## config.mk

```make
export PLATFORM = sky130hd
export DESIGN_NAME = pfd_delayed_reset
export DESIGN_NICKNAME = d
export VERILOG_FILES = /design/src/rtl/pfd_pkg.sv /design/src/rtl/pfd_edge_sync.sv /design/src/rtl/pfd_state_core.sv /design/src/rtl/pfd_net_acc.sv /design/src/rtl/pfd_delayed_reset.sv
export SDC_FILE = /design/constraint.sdc
export NUM_CORES = 1
export LEC_CHECK = 0
export BUFFER_PORTS_ARGS = -buffer_cell sky130_fd_sc_hd__buf_4
export CORE_MARGIN = 10
export CORE_UTILIZATION = 45
export CTS_BUF_LIST = sky130_fd_sc_hd__clkbuf_4 sky130_fd_sc_hd__clkbuf_8
export DETAILED_ROUTE_END_ITERATION = 6
export SLEW_MARGIN = 25
export SYNTH_ARGS = -nofsm -noshare
export SYNTH_HDL_FRONTEND = slang
export SYNTH_SLANG_ARGS = --single-unit
```

## constraint.sdc

```tcl
create_clock -name clk_i -period 3.2 [get_ports clk_i]
set_input_delay 0.32 -clock clk_i [delete_from_list [all_inputs] [get_ports clk_i]]
set_output_delay 0.32 -clock clk_i [all_outputs]
set_load 0.01 [all_outputs]
```

## src/rtl/pfd_pkg.sv

```systemverilog
package pfd_pkg;
  typedef enum logic [1:0] {
    STEP_HOLD = 2'd0,
    STEP_INC  = 2'd1,
    STEP_DEC  = 2'd2
  } step_e;
endpackage

```

## src/rtl/pfd_edge_sync.sv

```systemverilog
module pfd_edge_sync #(
  parameter int STAGES = 2
) (
  input  logic clk_i,
  input  logic rst_ni,
  input  logic sig_i,
  output logic rise_o
);
  logic [STAGES:0] sh_q;

  always_ff @(posedge clk_i or negedge rst_ni) begin
    if (!rst_ni) sh_q <= '0;
    else         sh_q <= {sh_q[STAGES-1:0], sig_i};
  end

  // rise seen between last synchronised sample and the one before
  assign rise_o = sh_q[STAGES-1] & ~sh_q[STAGES];
endmodule

```

## src/rtl/pfd_state_core.sv

```systemverilog
module pfd_state_core #(
  parameter int TD_W = 8
) (
  input  logic            clk_i,
  input  logic            rst_ni,
  input  logic            ref_edge_i,
  input  logic            fb_edge_i,
  input  logic [TD_W-1:0] td_i,
  output logic            up_o,
  output logic            dn_o
);
  logic            up_q, dn_q, up_d, dn_d;
  logic            ref_hold_q, fb_hold_q, ref_hold_d, fb_hold_d;
  logic [TD_W-1:0] cnt_q, cnt_d, td_eff;
  logic            both, clr_now;

  assign td_eff  = (td_i == '0) ? TD_W'(1) : td_i;
  assign both    = up_q & dn_q;
  assign clr_now = both & (cnt_q >= td_eff - TD_W'(1));

  always_comb begin
    up_d       = up_q;
    dn_d       = dn_q;
    cnt_d      = '0;
    ref_hold_d = 1'b0;
    fb_hold_d  = 1'b0;
    if (both) begin
      ref_hold_d = ref_hold_q | ref_edge_i;
      fb_hold_d  = fb_hold_q | fb_edge_i;
      if (clr_now) begin
        up_d = 1'b0;
        dn_d = 1'b0;
      end else begin
        cnt_d = cnt_q + TD_W'(1);
      end
    end else begin
      up_d = up_q | ref_edge_i | ref_hold_q;
      dn_d = dn_q | fb_edge_i | fb_hold_q;
    end
  end

  always_ff @(posedge clk_i or negedge rst_ni) begin
    if (!rst_ni) begin
      up_q       <= 1'b0;
      dn_q       <= 1'b0;
      cnt_q      <= '0;
      ref_hold_q <= 1'b0;
      fb_hold_q  <= 1'b0;
    end else begin
      up_q       <= up_d;
      dn_q       <= dn_d;
      cnt_q      <= cnt_d;
      ref_hold_q <= ref_hold_d;
      fb_hold_q  <= fb_hold_d;
    end
  end

  assign up_o = up_q;
  assign dn_o = dn_q;

  a_r2_ref_sets_up: assert property (@(posedge clk_i) disable iff (!rst_ni)
    (ref_edge_i && !both) |=> up_q);
  a_r3_fb_sets_dn: assert property (@(posedge clk_i) disable iff (!rst_ni)
    (fb_edge_i && !both) |=> dn_q);
  a_r4_joint_clear: assert property (@(posedge clk_i) disable iff (!rst_ni)
    (up_q && dn_q) |=> (up_q == dn_q));
  a_r8_ref_hold_applied: assert property (@(posedge clk_i) disable iff (!rst_ni)
    ($fell(up_q) && ref_hold_q) |=> up_q);
  a_r8_fb_hold_applied: assert property (@(posedge clk_i) disable iff (!rst_ni)
    ($fell(dn_q) && fb_hold_q) |=> dn_q);
endmodule

```

## src/rtl/pfd_net_acc.sv

```systemverilog
module pfd_net_acc #(
  parameter int ACC_W = 16
) (
  input  logic                    clk_i,
  input  logic                    rst_ni,
  input  logic                    clr_i,
  input  logic                    up_i,
  input  logic                    dn_i,
  output logic signed [ACC_W-1:0] acc_o
);
  import pfd_pkg::*;

  localparam logic signed [ACC_W-1:0] ACC_MAX = {1'b0, {(ACC_W-1){1'b1}}};
  localparam logic signed [ACC_W-1:0] ACC_MIN = {1'b1, {(ACC_W-1){1'b0}}};

  logic signed [ACC_W-1:0] acc_q;
  step_e                   step;

  always_comb begin
    step = STEP_HOLD;
    if (up_i && !dn_i && acc_q != ACC_MAX) step = STEP_INC;
    if (dn_i && !up_i && acc_q != ACC_MIN) step = STEP_DEC;
  end

  always_ff @(posedge clk_i or negedge rst_ni) begin
    if (!rst_ni)      acc_q <= '0;
    else if (clr_i)   acc_q <= '0;
    else begin
      unique case (step)
        STEP_INC: acc_q <= acc_q + ACC_W'(1);
        STEP_DEC: acc_q <= acc_q - ACC_W'(1);
        default:  acc_q <= acc_q;
      endcase
    end
  end

  assign acc_o = acc_q;

  a_r9_step_up: assert property (@(posedge clk_i) disable iff (!rst_ni)
    (!clr_i && up_i && !dn_i && acc_q != ACC_MAX) |=> (acc_q == $past(acc_q) + ACC_W'(1)));
  a_r9_idle_hold: assert property (@(posedge clk_i) disable iff (!rst_ni)
    (!clr_i && up_i == dn_i) |=> $stable(acc_q));
  a_r10_sat_hi: assert property (@(posedge clk_i) disable iff (!rst_ni)
    (!clr_i && acc_q == ACC_MAX && !dn_i) |=> (acc_q == ACC_MAX));
  a_r10_sat_lo: assert property (@(posedge clk_i) disable iff (!rst_ni)
    (!clr_i && acc_q == ACC_MIN && !up_i) |=> (acc_q == ACC_MIN));
  a_r11_clear: assert property (@(posedge clk_i) disable iff (!rst_ni)
    clr_i |=> (acc_q == '0));
endmodule

```

## src/rtl/pfd_delayed_reset.sv

```systemverilog
module pfd_delayed_reset #(
  parameter int TD_W   = 8,
  parameter int ACC_W  = 16,
  parameter int STAGES = 2
) (
  input  logic                    clk_i,
  input  logic                    rst_ni,
  input  logic                    ref_i,
  input  logic                    fb_i,
  input  logic [TD_W-1:0]         td_i,
  input  logic                    acc_clr_i,
  output logic                    up_o,
  output logic                    dn_o,
  output logic signed [ACC_W-1:0] net_o
);
  localparam int N_IN = 2;

  logic [N_IN-1:0] raw, rise;
  logic            up, dn;

  assign raw = {fb_i, ref_i};

  for (genvar g = 0; g < N_IN; g++) begin : g_in
    pfd_edge_sync #(.STAGES(STAGES)) u_sync (
      .clk_i  (clk_i),
      .rst_ni (rst_ni),
      .sig_i  (raw[g]),
      .rise_o (rise[g])
    );
  end

  pfd_state_core #(.TD_W(TD_W)) u_core (
    .clk_i      (clk_i),
    .rst_ni     (rst_ni),
    .ref_edge_i (rise[0]),
    .fb_edge_i  (rise[1]),
    .td_i       (td_i),
    .up_o       (up),
    .dn_o       (dn)
  );

  pfd_net_acc #(.ACC_W(ACC_W)) u_acc (
    .clk_i  (clk_i),
    .rst_ni (rst_ni),
    .clr_i  (acc_clr_i),
    .up_i   (up),
    .dn_i   (dn),
    .acc_o  (net_o)
  );

  assign up_o = up;
  assign dn_o = dn;

  a_r1_reset_idle: assert property (@(posedge clk_i)
    !rst_ni |=> (!up_o && !dn_o && net_o == '0));
endmodule

```

==> impl_metrics.ini <==
[timing]
max_freq_ghz = 0.327
period_share_pct = 95.4
rsz0062_at_grt = no
final-setup-viol-count = 0
period_needed_ns = 3.05
finalMaxSlewViolations = 0
maxSlewHeadroom_pct = 60.7
hold_viol = 0
fin_ws_ns = 0.146
finClkSkew_ns = 0.00345
worstMarginPinSlew_ns = 0.586

[clocking]
post_cts_resized = 0
ctsRootBufferMaster = clkbuf_8
clockBufferDepth = 2
cts_tree = built
cts_made_buffers = 5
htreeDepth = 2
clk_pin_slew_ns = 0.06
cts_sinks = 34
insertion_delay_ns = 0.27

[yosys]
synth_edf_count = 0
syn-mean-instance-area_um2 = 9.39
ys_seq_elements = 34
syn-num-nets = 311
synth_flop_cell = dfrtp_1
ys_async_sr_fraction_pct = 100
synth.distinct_cells = 56
synth_area_mm2 = 0.00256
ys_seq_area_share_pct = 33.2
syn-instance-count = 273
yosysWarnings = 0

[global_route]
grt_pass1_wl_um = 10300
grt_usage_pct = 13.9
grt_pass1_vias = 2204
grt_overflow = 0
grt_max_degree = 35
antenna_found_initial = 0

[worst_setup_path]
crit_path_cell_trace = nor4_1, a41oi_2, buf_4, ha_1, a21oi_1, o22ai_1, o31a_1, o22ai_1, xor2_1, a211oi_1
critPathArrivalTime_ns = 3.21
timing.critical_path.mode_cell = o22ai_1
worstSetupStartpointType = flop
worst_path_max_delay_cell = nor4_1
cp.required_ns = 3.35
critPathMaxStageDelay_ns = 0.41
crit_family = compound AO/OA/AOI/OAI gates
crit_path_end_kind = flop
cp_max_fo = 12
worstSetupPathType = reg2reg
path_buf_inv = 1

[cells_and_area]
fin_nets = 364
area_growth_pct = 21.2
layout_common_cells = 53 x buf_4, 34 x dfrtp_1, 25 x nand2_1, 25 x a21oi_1, 24 x ha_1
layout-drive-gt1-share_pct = 24.2
final_common_cell = buf_4
diodes = 0
final_area_mm2 = 0.00311
n_fill_cell = 496

[power_and_ir_drop]
p_seq_share_pct = 30.8
power_density_mw_per_mm2 = 619
p_int_mw = 1.15
p_comb_share_pct = 52.8
power.share.clock_pct = 16.4
p_sw_share_pct = 40.2
p_sw_mw = 0.773
p_leak_nw = 1.49
vdd_drop_max_v = 0.000426

[drt]
via_count = 2235
drtIter0Drc = 100
drt_pre_antenna_iters = 4
routed_wl_um = 6200
wl_per_cell_um = 15.5
drc = 0
vias_per_cell = 5.60
drtAntennaViolNets = 0

[placed_design]
globalplace.congestion = 0.849
dp_hpwl_um = 4790
placed_cell_area_mm2 = 0.00300
dpl_worst_slack_ns = -0.00201
io_buffers = 30

[flow_run]
cap_violations = 0

[run_status]
status = completed

[die]
rows = 27
start_util_pct = 46.6
die_x_um = 95.5
ios = 31
die_area_mm2 = 0.00912
design.core.area_mm2 = 0.00551
die-height_um = 95.5

[hold_path]
min_path_type = in2reg
[path summary, 6_finish.rpt]
path	start	end	slack, ns	cells past startpoint
worst min-delay path	fb_i	g_in[1].u_sync.sh_q[0]	0.15	1
worst max register to register	u_acc.acc_o[4]	u_acc.acc_o[13]	0.15	10
max in group asynchronous	rst_ni	u_acc.acc_o[1]	2.39	2
worst min register to register	g_in[1].u_sync.sh_q[0]	g_in[1].u_sync.sh_q[1]	0.35	0
worst max-delay path	u_acc.acc_o[4]	u_acc.acc_o[13]	0.15	10
min in group asynchronous	rst_ni	g_in[1].u_sync.sh_q[1]	0.52	2
[final cells by class]
| class | instances | area, um^2 | area share, % |
|---|---|---|---|
| tap | 72 | 90.1 | 2.90 |
| clock buffer | 7 | 90.1 | 2.90 |
| timing repair buffer | 54 | 408 | 13.1 |
| sequential | 34 | 851 | 27.4 |
| inverter | 9 | 33.8 | 1.09 |
| clock inverter | 1 | 5.00 | 0.161 |
| multi-input combinational | 222 | 1630 | 52.5 |
[through the flow]
| step | total power [mW] | std cells | utilization, % | hold WS (ns) | TNS [ns] |
|---|---|---|---|---|---|
| global route | 2.08 | 399 | 56.4 | 0.141 | 0 |
| detailed placement | 1.60 | 389 | 54.4 | 0.283 | -0.00201 |
| finish | 1.92 | 399 | 56.4 | 0.151 | 0 |
| floorplan | 1.25 | 273 | - | 0.0244 | 0 |
| CTS | 1.94 | 399 | 56.4 | 0.138 | 0 |
| global placement | 1.60 | 389 | 54.4 | 0.288 | 0 |
[repair_timing]
item                       4_1_cts  5_1_grt
hold endpoints to repair        34        0
setup endpoints to repair        1        0
buffers inserted                 1        0
hold buffers                     1        0
[power by group through the flow]
stage / sequential [mW] / clock [mW] / combinational, mW
2_1_floorplan: 0.638 / 0 / 0.614
3_3_place_gp: 0.600 / 0 / 1.00
3_5_place_dp: 0.599 / 0 / 1.01
4_1_cts: 0.591 / 0.329 / 1.02
5_1_grt: 0.606 / 0.352 / 1.13
6_report: 0.592 / 0.316 / 1.02
[registers in the layout, indices dropped and copies added (netlist names)]
register	count
g_in.u_sync.sh_q	6
u_acc.acc_o	16
u_core.cnt_q	8
u_core.dn_o	1
u_core.fb_hold_q	1
u_core.ref_hold_q	1
u_core.up_o	1
[cell usage after synthesis, types with 2 or more instances]
cell type,count,area (um^2)
o21bai_1,2,15.0
buf_2,3,15.0
nor2_1,14,52.6
xnor2_1,9,78.8
o21ai_1,2,10.0
xor2_1,10,87.6
nand2b_1,5,31.3
clkbuf_1,3,11.3
or2_2,2,12.5
and3_1,4,25.0
inv_1,9,33.8
nand2_1,25,93.8
o22ai_1,3,18.8
nor4_1,6,37.5
a21o_1,9,67.6
nand4b_1,2,17.5
nor3_2,2,20.0
o21ai_0,12,60.1
dfrtp_1,34,851
nor3_1,4,20.0
a21oi_1,25,125
ha_1,24,300
nor3b_1,4,30.0
a211oi_1,12,90.1
nand3b_1,3,22.5
nand3_1,9,45.0
buf_6,2,22.5
nor2b_1,3,18.8
nand4_1,4,25.0
[per-layer routing]
metal | share of wire (%) | track usage [%] | vias to the layer above
met5 | 0 | 0 | -
met4 | 1.1 | 3.93 | 0
met3 | 3.7 | 2.51 | 6
met2 | 49 | 23.4 | 34
met1 | 47 | 17.9 | 1068
li1 | - | - | 1127
[kinds of logic (layout without fill, tap and decap cells)]
logic type,Yosys count,count (layout),synth area share [%]
and+or+nand+nor,94,94,20.8
AOI/OAI and AO/OA,82,82,23.0
DFF,34,34,33.2
adders and majority gates,25,25,12.5
xor gates and xnor gates,19,19,6.49
buffers and inverters,17,71,3.22
muxes,2,2,0.830
Note: power is estimated with default switching activity, not from simulation.
